File: config.mk
export PLATFORM = sky130hd
export DESIGN_NAME = dds_reg_commit
export DESIGN_NICKNAME = d
export VERILOG_FILES = /design/src/rtl/dds_wr_pkg.sv /design/src/rtl/dds_wr_shifter.sv /design/src/rtl/dds_wr_strobe.sv /design/src/rtl/dds_wr_ctrl.sv /design/src/rtl/dds_reg_commit.sv
export SDC_FILE = /design/constraint.sdc
export NUM_CORES = 1
export LEC_CHECK = 0
export BUFFER_PORTS_ARGS = -buffer_cell sky130_fd_sc_hd__buf_2
export CAP_MARGIN = 20
export CORE_ASPECT_RATIO = 1.4
export CORE_UTILIZATION = 39
export DETAILED_ROUTE_END_ITERATION = 10
export HOLD_SLACK_MARGIN = 0.15
export MAX_ROUTING_LAYER = met4
export SLEW_MARGIN = 40
export SYNTH_ARGS = -nofsm -noshare
export SYNTH_HDL_FRONTEND = slang
export SYNTH_SLANG_ARGS = --single-unit
File: constraint.sdc
create_clock -name clk -period 2.05 [get_ports clk]
set_input_delay 0.3075 -clock clk [delete_from_list [all_inputs] [get_ports clk]]
set_output_delay 0.3075 -clock clk [all_outputs]
set_load 0.005 [all_outputs]
File: src/rtl/dds_wr_pkg.sv
package dds_wr_pkg;
    localparam int INSTR_W = 8;

    typedef enum logic [1:0] {
        C_IDLE   = 2'd0,
        C_SHIFT  = 2'd1,
        C_COMMIT = 2'd2
    } ctrl_st_e;

    typedef enum logic [1:0] {
        U_IDLE  = 2'd0,
        U_WAIT  = 2'd1,
        U_PULSE = 2'd2
    } upd_st_e;
endpackage

File: src/rtl/dds_wr_shifter.sv
module dds_wr_shifter #(
    parameter int FRAME_W = 72,
    localparam int CNT_W  = $clog2(FRAME_W + 1)
) (
    input  logic               clk,
    input  logic               rst_n,
    input  logic               load,
    input  logic [FRAME_W-1:0] frame,
    input  logic [CNT_W-1:0]   nbits,
    output logic               sclk,
    output logic               sdio,
    output logic               shift_done
);
    typedef struct packed {
        logic [FRAME_W-1:0] sreg;
        logic [CNT_W-1:0]   left;
        logic               phase;
        logic               active;
        logic               sclk;
        logic               done;
    } sh_t;

    sh_t q, d;

    always_comb begin
        d      = q;
        d.done = 1'b0;
        if (load) begin
            d.sreg   = frame;
            d.left   = nbits;
            d.phase  = 1'b0;
            d.active = 1'b1;
            d.sclk   = 1'b0;
        end else if (q.active) begin
            if (!q.phase) begin
                d.sclk  = 1'b1;
                d.phase = 1'b1;
            end else begin
                d.sclk  = 1'b0;
                d.phase = 1'b0;
                d.sreg  = q.sreg << 1;
                d.left  = q.left - CNT_W'(1);
                if (q.left == CNT_W'(1)) begin
                    d.active = 1'b0;
                    d.done   = 1'b1;
                end
            end
        end
    end

    always_ff @(posedge clk) begin
        if (!rst_n) q <= '0;
        else        q <= d;
    end

    assign sclk       = q.sclk;
    assign sdio       = q.sreg[FRAME_W-1];
    assign shift_done = q.done;
endmodule

File: src/rtl/dds_wr_strobe.sv
module dds_wr_strobe
    import dds_wr_pkg::*;
#(
    parameter int DLY_W   = 8,
    parameter int PULSE_W = 8,
    localparam int PC_W   = (PULSE_W > 1) ? $clog2(PULSE_W) : 1
) (
    input  logic             clk,
    input  logic             rst_n,
    input  logic             start,
    input  logic [DLY_W-1:0] delay,
    output logic             upd,
    output logic             last
);
    localparam logic [PC_W-1:0] P_LAST = PC_W'(PULSE_W - 1);

    typedef struct packed {
        upd_st_e          st;
        logic [DLY_W-1:0] dcnt;
        logic [PC_W-1:0]  pcnt;
        logic             upd;
    } st_t;

    st_t q, d;

    always_comb begin
        d = q;
        unique case (q.st)
            U_IDLE: begin
                if (start) begin
                    if (delay == '0) begin
                        d.st   = U_PULSE;
                        d.upd  = 1'b1;
                        d.pcnt = P_LAST;
                    end else begin
                        d.st   = U_WAIT;
                        d.dcnt = delay;
                    end
                end
            end
            U_WAIT: begin
                if (q.dcnt == DLY_W'(1)) begin
                    d.st   = U_PULSE;
                    d.upd  = 1'b1;
                    d.pcnt = P_LAST;
                end else begin
                    d.dcnt = q.dcnt - DLY_W'(1);
                end
            end
            U_PULSE: begin
                if (q.pcnt == '0) begin
                    d.st  = U_IDLE;
                    d.upd = 1'b0;
                end else begin
                    d.pcnt = q.pcnt - PC_W'(1);
                end
            end
            default: d = '0;
        endcase
    end

    always_ff @(posedge clk) begin
        if (!rst_n) q <= '0;
        else        q <= d;
    end

    assign upd  = q.upd;
    assign last = (q.st == U_PULSE) && (q.pcnt == '0);
endmodule

File: src/rtl/dds_wr_ctrl.sv
module dds_wr_ctrl
    import dds_wr_pkg::*;
#(
    parameter int DLY_W = 8
) (
    input  logic             clk,
    input  logic             rst_n,
    input  logic             req_valid,
    input  logic [DLY_W-1:0] req_delay,
    input  logic             shift_done,
    input  logic             upd_last,
    output logic             accept,
    output logic             busy,
    output logic             done,
    output logic             cs_n,
    output logic             start,
    output logic [DLY_W-1:0] delay
);
    typedef struct packed {
        ctrl_st_e         st;
        logic             busy;
        logic             done;
        logic             cs_n;
        logic             start;
        logic [DLY_W-1:0] dly;
    } ctl_t;

    ctl_t q, d;

    assign accept = req_valid && (q.st == C_IDLE);

    always_comb begin
        d       = q;
        d.done  = 1'b0;
        d.start = 1'b0;
        unique case (q.st)
            C_IDLE: begin
                if (accept) begin
                    d.st   = C_SHIFT;
                    d.busy = 1'b1;
                    d.cs_n = 1'b0;
                    d.dly  = req_delay;
                end
            end
            C_SHIFT: begin
                if (shift_done) begin
                    d.st    = C_COMMIT;
                    d.cs_n  = 1'b1;
                    d.start = 1'b1;
                end
            end
            C_COMMIT: begin
                if (upd_last) begin
                    d.st   = C_IDLE;
                    d.busy = 1'b0;
                    d.done = 1'b1;
                end
            end
            default: d.st = C_IDLE;
        endcase
    end

    always_ff @(posedge clk) begin
        if (!rst_n) begin
            q      <= '0;
            q.cs_n <= 1'b1;
        end else begin
            q <= d;
        end
    end

    assign busy  = q.busy;
    assign done  = q.done;
    assign cs_n  = q.cs_n;
    assign start = q.start;
    assign delay = q.dly;
endmodule

File: src/rtl/dds_reg_commit.sv
module dds_reg_commit
    import dds_wr_pkg::*;
#(
    parameter int ADDR_W  = 5,
    parameter int DATA_W  = 64,
    parameter int SHORT_W = 32,
    parameter int DLY_W   = 8,
    parameter int PULSE_W = 8
) (
    input  logic              clk,
    input  logic              rst_n,
    input  logic              req_valid,
    input  logic [ADDR_W-1:0] req_addr,
    input  logic [DATA_W-1:0] req_data,
    input  logic              req_long,
    input  logic [DLY_W-1:0]  req_delay,
    output logic              busy,
    output logic              done,
    output logic              sclk,
    output logic              sdio,
    output logic              cs_n,
    output logic              io_upd
);
    localparam int FRAME_W = INSTR_W + DATA_W;
    localparam int CNT_W   = $clog2(FRAME_W + 1);
    localparam int PAD_I   = INSTR_W - 1 - ADDR_W;

    logic [INSTR_W-1:0] instr;
    logic [FRAME_W-1:0] long_frame, short_frame, frame;
    logic [CNT_W-1:0]   nbits;
    logic               accept, shift_done, upd_start, upd_last;
    logic [DLY_W-1:0]   dly_lat;

    assign instr      = {1'b0, {PAD_I{1'b0}}, req_addr};
    assign long_frame = {instr, req_data};

    generate
        if (DATA_W > SHORT_W) begin : g_pad
            assign short_frame = {instr, req_data[SHORT_W-1:0], {(DATA_W-SHORT_W){1'b0}}};
        end else begin : g_nopad
            assign short_frame = long_frame;
        end
    endgenerate

    assign frame = req_long ? long_frame : short_frame;
    assign nbits = req_long ? CNT_W'(FRAME_W) : CNT_W'(INSTR_W + SHORT_W);

    dds_wr_ctrl #(.DLY_W(DLY_W)) u_ctrl (
        .clk       (clk),
        .rst_n     (rst_n),
        .req_valid (req_valid),
        .req_delay (req_delay),
        .shift_done(shift_done),
        .upd_last  (upd_last),
        .accept    (accept),
        .busy      (busy),
        .done      (done),
        .cs_n      (cs_n),
        .start     (upd_start),
        .delay     (dly_lat)
    );

    dds_wr_shifter #(.FRAME_W(FRAME_W)) u_shift (
        .clk       (clk),
        .rst_n     (rst_n),
        .load      (accept),
        .frame     (frame),
        .nbits     (nbits),
        .sclk      (sclk),
        .sdio      (sdio),
        .shift_done(shift_done)
    );

    dds_wr_strobe #(.DLY_W(DLY_W), .PULSE_W(PULSE_W)) u_strobe (
        .clk  (clk),
        .rst_n(rst_n),
        .start(upd_start),
        .delay(dly_lat),
        .upd  (io_upd),
        .last (upd_last)
    );
endmodule

# [Word-level counts from Yosys, hierarchy flattened]
# Cells that the tools add are included.
[op_classes] n_addsub=3 n_mul=0 div_mod_pow=0 magnitude_cmp=0 n_eq_ne=16 shifts=0 n_mux=31 bitwise_logic=4 reduce_logical=23
[op_table] op="two-way mux 83 bit" count=1
[op_table] op="two-way mux 82 bit" count=1
[op_table] op="two-way mux 79 bit" count=1
[op_table] op="two-way mux 64 bit" count=1
[op_table] op="case mux 8 bit (3 select lines)" count=1
[op_table] op="two-way mux 8 bit" count=2
[op_table] op="two-way mux 14 bit" count=1
[op_table] op="two-way mux 4 bit" count=3
[op_table] op="inequality test 2 bit (second input constant)" count=6
[op_table] op="case mux 2 bit (3 select lines)" count=2
[op_table] op="case mux 4 bit (3 select lines)" count=1
[op_table] op="AND reduction 3 bit" count=4
[op_table] op="AND reduction 4 bit" count=3
[op_table] op="two-way mux 2 bit" count=5
[op_table] op="== test 8 x 1 -> 1 bit (second input constant)" count=1
[op_table] op="zero test 8 bit" count=1
[op_table] op="inequality test 2 x 1 -> 1 bit (second input constant)" count=4
[op_table] op="AND reduction 2 bit" count=4
[op_table] op="nonzero test 2 bit" count=4
[op_table] op="subtractor 8 x 1 -> 8 bit (second input constant)" count=1
[op_table] op="== test 7 x 1 -> 1 bit (second input constant)" count=1
[op_table] op="two-way mux 1 bit" count=7
[op_table] op="two-way mux 7 bit" count=1
[op_table] op="subtractor 7 x 1 -> 7 bit (second input constant)" count=1
[op_table] op="other kinds (11)" count=20
[word_totals] ff_bits=110 latch_bits=0 mem_bits_rw=0 romBits=0 inputBits=81 out_inout_bits=6 elab_cells=92 n_memories=0

# [Depth between registers and ports, before layout]
# Gate-level depths: netlist (run 1).
[depth] depth_word=5 ltp_mapped=8 ltp_nobuf=7

# [Cells and area by module]
# Synthesis (run 1) repeated with hierarchy kept, for this count alone.
[unflattened] hier_cells=649 area_unflattened_um2=6140.9
[by_module_without_submodules] mod="dds_wr_shifter" instances=1 cells_each=395 area_each_um2=3931.3 seq_area_each_um2=1641.6
[by_module_without_submodules] mod="dds_wr_strobe" instances=1 cells_each=111 area_each_um2=905.9 seq_area_each_um2=280.3
[by_module_without_submodules] mod="dds_reg_commit" instances=1 cells_each=74 area_each_um2=689.4 seq_area_each_um2=0.0
[by_module_without_submodules] mod="dds_wr_ctrl" instances=1 cells_each=69 area_each_um2=614.3 seq_area_each_um2=280.3

# [Worst setup path before layout (run 1)]
# Ideal clock, no wire load.
[synth_path] path_kind="register -> register" startpoint="reg u_strobe.q[4] (netlist name)" endpoint="reg u_strobe.q[9] (netlist name)" setup_time_ns=0.084 t_arrival_ns=1.636 t_required_ns=1.966 slack_ns=0.330 stages_incl_launch_ff=5 path_buffers=0 period_less_slack_ns=1.720 path_cell_list="dfxtp_1 -> or4_4 -> or3_1 -> a311o_1 -> o31ai_2"
[synth_between] elab_chain_len=3 word_cells_on_any_way=6 classes_between="add/sub (1); eq/ne (2); mux (2); reduce/logical (1)"
[synth_lines] item="start: declaration" line="dds_wr_strobe.sv:24" rtl="st_t q, d;"
[synth_lines] item="start signal: assignment" line="dds_wr_strobe.sv:63" rtl="if (!rst_n) q <= '0;"
[synth_lines] item="start signal: assignment" line="dds_wr_strobe.sv:64" rtl="else q <= d;"
[synth_lines] item="subtractor 8 x 1 -> 8 bit / == test 8 x 1 -> 1 bit (equally long branches)" line="dds_wr_strobe.sv:47, dds_wr_strobe.sv:42"
[synth_lines] item="two-way mux 8 bit / inequality test 2 bit (equally long branches)"
[synth_lines] item="case mux 8 bit (3 select lines) / AND reduction 4 bit (equally long branches)"
# Parallel ways exist; a longest one is shown, timed or not. The select of a mux whose other input is x is not followed.
# A chain may end at the register's enable or synchronous reset.

# [Final worst setup path (run 1)]
[layout_path] startpoint="reg u_strobe.q[4] (netlist name)" endpoint="reg u_strobe.q[8] (netlist name)"
# The elaborated chain is that of the path after synthesis.

==> results of run 1 <==
through the flow:
step / hold WS [ps] / power (mW) / cell area, sq um / utilization (%) / cells
global route: 189 / 5.06 / 6210 / 47.8 / 892
CTS: 177 / 4.89 / 6210 / 47.8 / 892
detailed placement: 456 / 2.95 / 5870 / 45.2 / 876
finish: 191 / 4.83 / 6210 / 47.8 / 892
global placement: 446 / 2.94 / 5870 / 45.2 / 876
floorplan: 432 / 2.74 / 5240 / - / 658
registers in the layout, indices dropped and copies added, names as in the netlist, 2 cells and up:
signal	cells
u_shift.q	80
u_ctrl.q	2
u_strobe.q	13
u_ctrl.delay	8
report_power, final:
| group | total [mW] | internal (mW) | switching, mW |
|---|---|---|---|
| Clock | 1.92 | 1.14 | 0.786 |
| Sequential | 2.35 | 2.27 | 0.0773 |
| Combinational | 0.556 | 0.240 | 0.316 |
cell families (layout without fill, tap and decap cells):
| family | count (synthesis) | after routing | share of synthesized area [%] |
|---|---|---|---|
| and+or+nand+nor | 260 | 260 | 22.1 |
| AOI/OAI and AO/OA | 199 | 199 | 27.5 |
| DFF | 110 | 110 | 42.0 |
| buffers and inverters | 74 | 130 | 5.40 |
| xor gates and xnor gates | 8 | 8 | 1.34 |
| adders and majority gates | 6 | 6 | 1.43 |
| muxes | 1 | 1 | 0.191 |
routing by layer:
| layer | global-route usage, % | up-vias | routed length, um |
|---|---|---|---|
| li1 | - | 2476 | - |
| met1 | 24.9 | 2335 | 5900 |
| met2 | 32.7 | 98 | 6570 |
| met3 | 3.93 | 24 | 543 |
| met4 | 8.13 | 0 | 335 |
| met5 | - | - | 0 |
area by class of cell:
class	count	area (sq um)
well taps	178	223
repair buffers	101	631
flip-flops and latches	110	2200
inverters	13	48.8
clock buffers	11	253
multi-input cells	474	2770
clock inverters	5	81.3
fillers	1314	6790
path summary, 6_finish.rpt:
check                start               to  cells past startpoint  slack, ps
max reg2reg  u_strobe.q[4]    u_strobe.q[8]                      5        210
min           req_delay[1]  u_ctrl.delay[1]                      3        190
min reg2reg  u_shift.q[81]    u_shift.q[81]                      2        460
max          u_strobe.q[4]    u_strobe.q[8]                      5        210
critical path, stage by stage (launching register included):
cell     delay, ps
dfxtp_1        430
ha_1           210
or4b_1         480
o21ai_2        240
a21oi_1        150
a32o_1         230
cells in the final DEF (no fill, tap or decap), types with 2 or more instances in the layout:
cell type	synthesis	routed
a211o_1	2	2
a211oi_1	35	35
a21o_1	2	2
a21oi_1	60	60
a311oi_1	68	68
a32o_1	2	2
buf_12	0	7
buf_2	1	86
buf_4	1	8
bufinv_16	0	2
clkbuf_16	0	9
clkbuf_8	0	2
dfxtp_1	110	110
ha_1	6	6
inv_1	12	12
nand2_1	168	167
nand3_1	12	11
nand3b_1	2	2
nand4_1	3	3
nor2_1	22	22
nor2b_1	32	32
nor3_1	2	2
nor3b_1	2	2
nor4_1	6	6
o211a_1	5	5
o21a_1	2	2
o21ai_0	11	11
o31ai_1	2	2
o41ai_1	2	2
or3_1	2	2
or4_1	2	2
xnor2_1	5	5
xor2_1	3	3
==> impl_summary.md, run 1 <==
Yosys
In the synthesized netlist the async set-or-reset flop fraction comes to 0%. A synthesized cell averages 7.96 sq um. During synthesis, Yosys emitted a total of 0 warnings.

By area the synthesized netlist is led by dfxtp_1 (42%), nand2_1 (12%), a311oi_1 (11%), a21oi_1 (5.7%), a211oi_1 (5.0%). When the netlist entered floorplanning its net count stood at 745. For this run, the register share of the synthesized area comes to 42.0%. The number of storage elements in the synthesis netlist is 110. The cell accounting for the most synthesized area is dfxtp_1.

The proportion of netlist area held by the largest area contributor is 42.0%. Synthesis produced 658 cells. Among all cell types in the netlist, the one instantiated most often is nand2_1.

The cell area after synthesis is 0.00524 sq mm. The number of synthesized flops with an enable pin is 0. By count the netlist is led by nand2_1 (168), dfxtp_1 (110), a311oi_1 (68). The dominant synthesized flop cell is dfxtp_1.

The netlist uses 48 different library cells.

GRT
The maximum number of pins on one net before global-route repair is 74. The number of antenna violations at the first check in global routing is 0. The number of global-route vias before repair came to 4619. The residual overflow from global routing is 0.

The total global-route track usage is 20.4%. The first global-routing pass estimated 22.3 mm of wire.

Placed design
Buffers placed on the I/O ports in this run total 86. The half-perimeter wire length after detailed placement is 8.84 mm. OpenSTA, run right after detailed placement, puts the worst setup slack at 241 ps. At the end of routability-driven placement, the weighted congestion stood at 0.859.

STA
The total negative slack for setup checks is 0 ps. The tightest slew margin relative to the limit is 62.4%. Across the routed clock network, the largest skew measured is 5.27 ps. Setup repair after global routing left no endpoint under its margin. The least setup slack across all paths after layout is 207 ps. The maximum clock frequency is 543 MHz. The fraction of the cycle the final worst path needs is 89.9%.

The minimum period implied by the final worst setup slack is 1840 ps. Setup violations remaining at the end of the flow were counted as 0. The total count of max-transition violations in the final report was 0. The final number of hold-violating endpoints is 0. The actual slew at the worst max-slew pin is 558 ps.

Power and ir drop
In this run the power density over the cells is 778 mW/mm^2. Across the VDD grid, the largest voltage drop is 0.417 mV. In this run the static leakage power is 2.26 nW.

Critical path
STA classifies the critical path startpoint as a flip-flop. The worst setup path is captured at a flip-flop. The worst setup path is of the flip-flop to flip-flop kind. The worst path arrival time is 2080 ps. The critical-path maximum fanout is 6.

STA puts the critical path data required time at 2290 ps.

Route
The per-cell routed wire length is 15.0 um. The number of vias in the routed layout is 4933. Summed over all layers, the routed wires come to 13.4 mm. For this run, the detailed router's first-pass iteration total came to 4. After detailed routing, the number of vias per cell comes to 5.53.

Once detail routing completed, the nets flagged for antenna violations numbered 0. For this run, design rule violations remaining after detail routing come to 0. The violation count after the first detailed-routing iteration is 202.

Clocking
The cell at the root of the clock tree is clkbuf_16. The number of post-CTS setup repair buffers is 0. The clock slew seen by the registers of the worst setup and hold paths is 70 ps. The clock net in this run drives a total of 110 sinks. The hold-fix buffer count after cts is 0. Buffers inserted during clock tree synthesis total 9. The TritonCTS clock tree is yes. For the worst-skew pair, the clock arrives at the later sink with an insertion delay of 350 ps.

Gates resized during post-CTS repair numbered 0. The clock tree synthesis step divided the H-tree into 3 levels. Counting along the longest clock path gives a buffer depth of 2.

Floorplan
The area of the core region is 0.0130 sq mm. The initial core utilization is 40.3%. The floorplan step set the die height to 139 um. The floorplan step defined a die boundary enclosing 0.0139 sq mm.

The chip width is 100 um. The number of top-level pins is 87. The total number of placement rows is 49.

Job
Max-cap violations in this run came to 0.

Finish
From synthesis to final layout, the design area changed by 18.5%. Of the cells placed in the final design, the portion with a size suffix greater than 1 is 17.8%. After the last flow step, the layout net total stands at 796. The count of inserted antenna diode cells is 0.

Outcome
The flow ran to the end, and the final reports show no timing, DRC or antenna violations.

Min path
The worst hold path class is input pin to flip-flop.
No activity file was read; power rests on OpenSTA's default activity.
==> run 2, diff against run 1 <==
CORE_UTILIZATION = 30   (was 39)
==> impl_summary.md, run 2 (synthesis gave the netlist of run 1 again) <==
Critical path
On the critical path, the stage with the largest delay is an instance of or4b_1. The element type at the critical path end is a flip-flop. The worst path arrival time is 2120 ps. The largest single stage delay on the critical path is 470 ps. Traced cell by cell, the critical path runs through ha_1 > or4b_1 > o21a_1 > nor2_2 > a32o_1.

The kind of launch point of the worst setup path is a flip-flop. Along the worst path, the maximum fanout reaches 6. By startpoint and endpoint, the worst setup path is classified as flip-flop to flip-flop. Data on the critical path is required at its endpoint by 2340 ps.

Power and ir drop
The clock share of power is 37.5%. Summed over all nets, the switching power comes to 1.26 mW. The leakage power summed over all cells is 2.28 nW. The fraction of power consumed by combinational cells is 12.2%. The cell internal power dissipation is 3.40 mW. The switching part of the total is 27.0%. Sequential cells account for 50.4% of the total power. Dividing total power by cell area gives a power density of 739 mW/mm^2. The peak supply drop is 0.375 mV.

Finish
The register with the most flip-flops in the layout has 80 of them. The final instance count without filler cells is 953. More flip-flops sit in one register than any other, and that register is u_shift.q. The top cell types in the final layout, fill and taps aside, are nand2_1 (167), dfxtp_1 (110), buf_2 (86).

In the final design database the tool counted 802 nets. The signed area change from the synthesized netlist to the final layout is 20.6%. The most common cell after layout, fill and taps aside is nand2_1. The fraction of layout instances using a drive strength above 1 is 18.5%.

Clocking
For the worst-skew pair, the clock arrives at the later sink with an insertion delay of 360 ps. In this run, post-CTS repair resized a total of 0 instances. The cell sitting at the root of the clock tree is a clkbuf_16. After clock tree synthesis, the flow added hold-fix buffers numbering 0. The clock slew seen by the registers of the worst setup and hold paths is 70 ps.

The number of clock sinks is 110. The number of clock buffers inserted by TritonCTS is 9. In this run the number of H-tree levels came out at 3.

The number of post-CTS setup repair buffers is 0. The maximum buffer depth of the clock tree is 2. TritonCTS built the clock tree.

GRT
The residual overflow from global routing is 0. The number of global-route vias before repair is 4571. Entering global routing, the biggest net connects 63 pins. The first global-routing pass estimated 22.1 mm of wire. Global routing consumed, over all layers together, 15.8% of the routing resources. The number of antenna violations at the first check in global routing is 1.

Placed design
The half-perimeter wire length after detailed placement is 8.90 mm. Including well taps, the total number of placed cells is 936. The total of buffers placed on input and output ports is 86. The congestion estimate from routability-driven global placement came to 0.867.

Floorplan
The die is 114 um wide. The die covers 0.0180 sq mm. The number of top-level pins is 87. The floorplan die height is 158 um.

In this run the core area contains 56 standard-cell rows. The area of the core region is 0.0169 sq mm. The initial core utilization is 31.0%.

Job
The reported max-cap violation count is 0.

STA
The setup violation total in the final timing report is 0. After layout, the minimum clock period comes to 1830 ps. The total negative slack for setup checks is 0 ps.

The clock arrives with 11.7 ps of skew. The final critical path takes up 89.1% of the cycle. The worst pin sits at a relative slew slack of 67.8%.

The actual slew at the worst max-slew pin is 483 ps. On the final layout, the worst hold slack is 187 ps. The total count of max-transition violations in the final report is 0.

The final number of hold-violating endpoints is 0. Setup repair after global routing left no endpoint under its margin. The maximum clock frequency is 548 MHz.

Outcome
The run finished with clean final reports.

Route
The final antenna-violating net count is 0. For this block, the via count after detailed routing is 4813. The first-pass iteration count of the detailed router is 4. The per-cell routed wire length is 14.0 um.

Wires add up to 13.3 mm. In the routed design, unresolved DRC markers number 0. The violation count after the first detailed-routing iteration is 265.

The per-cell via count in the routed design is 5.05.

Min path
The worst hold path class is input pin to flip-flop.
run 2: cell types whose count changed in the layout (fill, tap and decap cells not counted):
cell | before | now
clkbuf_8 | 2 | 1
clkinvlp_4 | 1 | 0
buf_4 | 8 | 11
diode_2 | 0 | 1
inv_6 | 0 | 3
buf_12 | 7 | 10
inv_8 | 0 | 1
bufinv_16 | 2 | 0
run 2: path summary, 6_finish.rpt:
kind                                    start         endpoint  slack [ps]  cells after the start
worst min register to register  u_shift.q[80]    u_shift.q[81]         450                      2
worst max-delay path            u_strobe.q[4]    u_strobe.q[7]         220                      5
worst min-delay path             req_delay[2]  u_ctrl.delay[2]         190                      3
worst max register to register  u_strobe.q[4]    u_strobe.q[7]         220                      5
run 2: layout make-up:
type | instances | area (sq um)
fill | 1789 | 10600
multi-input combinational | 474 | 2770
sequential | 110 | 2200
timing repair buffer | 107 | 713
tap | 232 | 290
clock buffer | 10 | 239
clock inverter | 6 | 51.3
inverter | 13 | 48.8
antenna | 1 | 2.50
run 2: worst max-delay path, delay by kind of cell, from the launching register on:
kind | cells | cell delay [ps]
AO/OA/AOI/OAI | 2 | 420
adder cells (fa/ha/maj) | 1 | 190
flip-flops | 1 | 430
AND/OR/NAND/NOR | 2 | 720
run 2: stage by stage:
| step | power, mW | area [sq um] | utilization, % | setup slack (ps) |
|---|---|---|---|---|
| after floorplan | 2.74 | 5240 | - | 330 |
| after global placement | 2.96 | 6020 | 35.7 | 250 |
| after detailed placement | 2.97 | 6020 | 35.7 | 239 |
| after CTS | 4.73 | 6310 | 37.4 | 221 |
| after global routing | 4.88 | 6320 | 37.4 | 111 |
| final | 4.67 | 6320 | 37.4 | 224 |
run 2: layer usage:
layer / routed length (um) / vias to the layer above / part of all wire [%] / global-route usage [%]
li1: - / 2494 / - / -
met1: 6310 / 2209 / 47 / 19.5
met2: 6360 / 96 / 48 / 25.6
met3: 426 / 14 / 3.2 / 2.40
met4: 236 / 0 / 1.8 / 7.21
met5: 0 / - / 0 / -
run 2: power by group through the flow:
stage	combinational, mW	clock, mW	sequential (mW)
6_report	0.567	1.75	2.35
4_1_cts	0.573	1.81	2.35
5_1_grt	0.642	1.87	2.37
2_1_floorplan	0.363	0	2.38
3_3_place_gp	0.567	0	2.40
3_5_place_dp	0.571	0	2.40
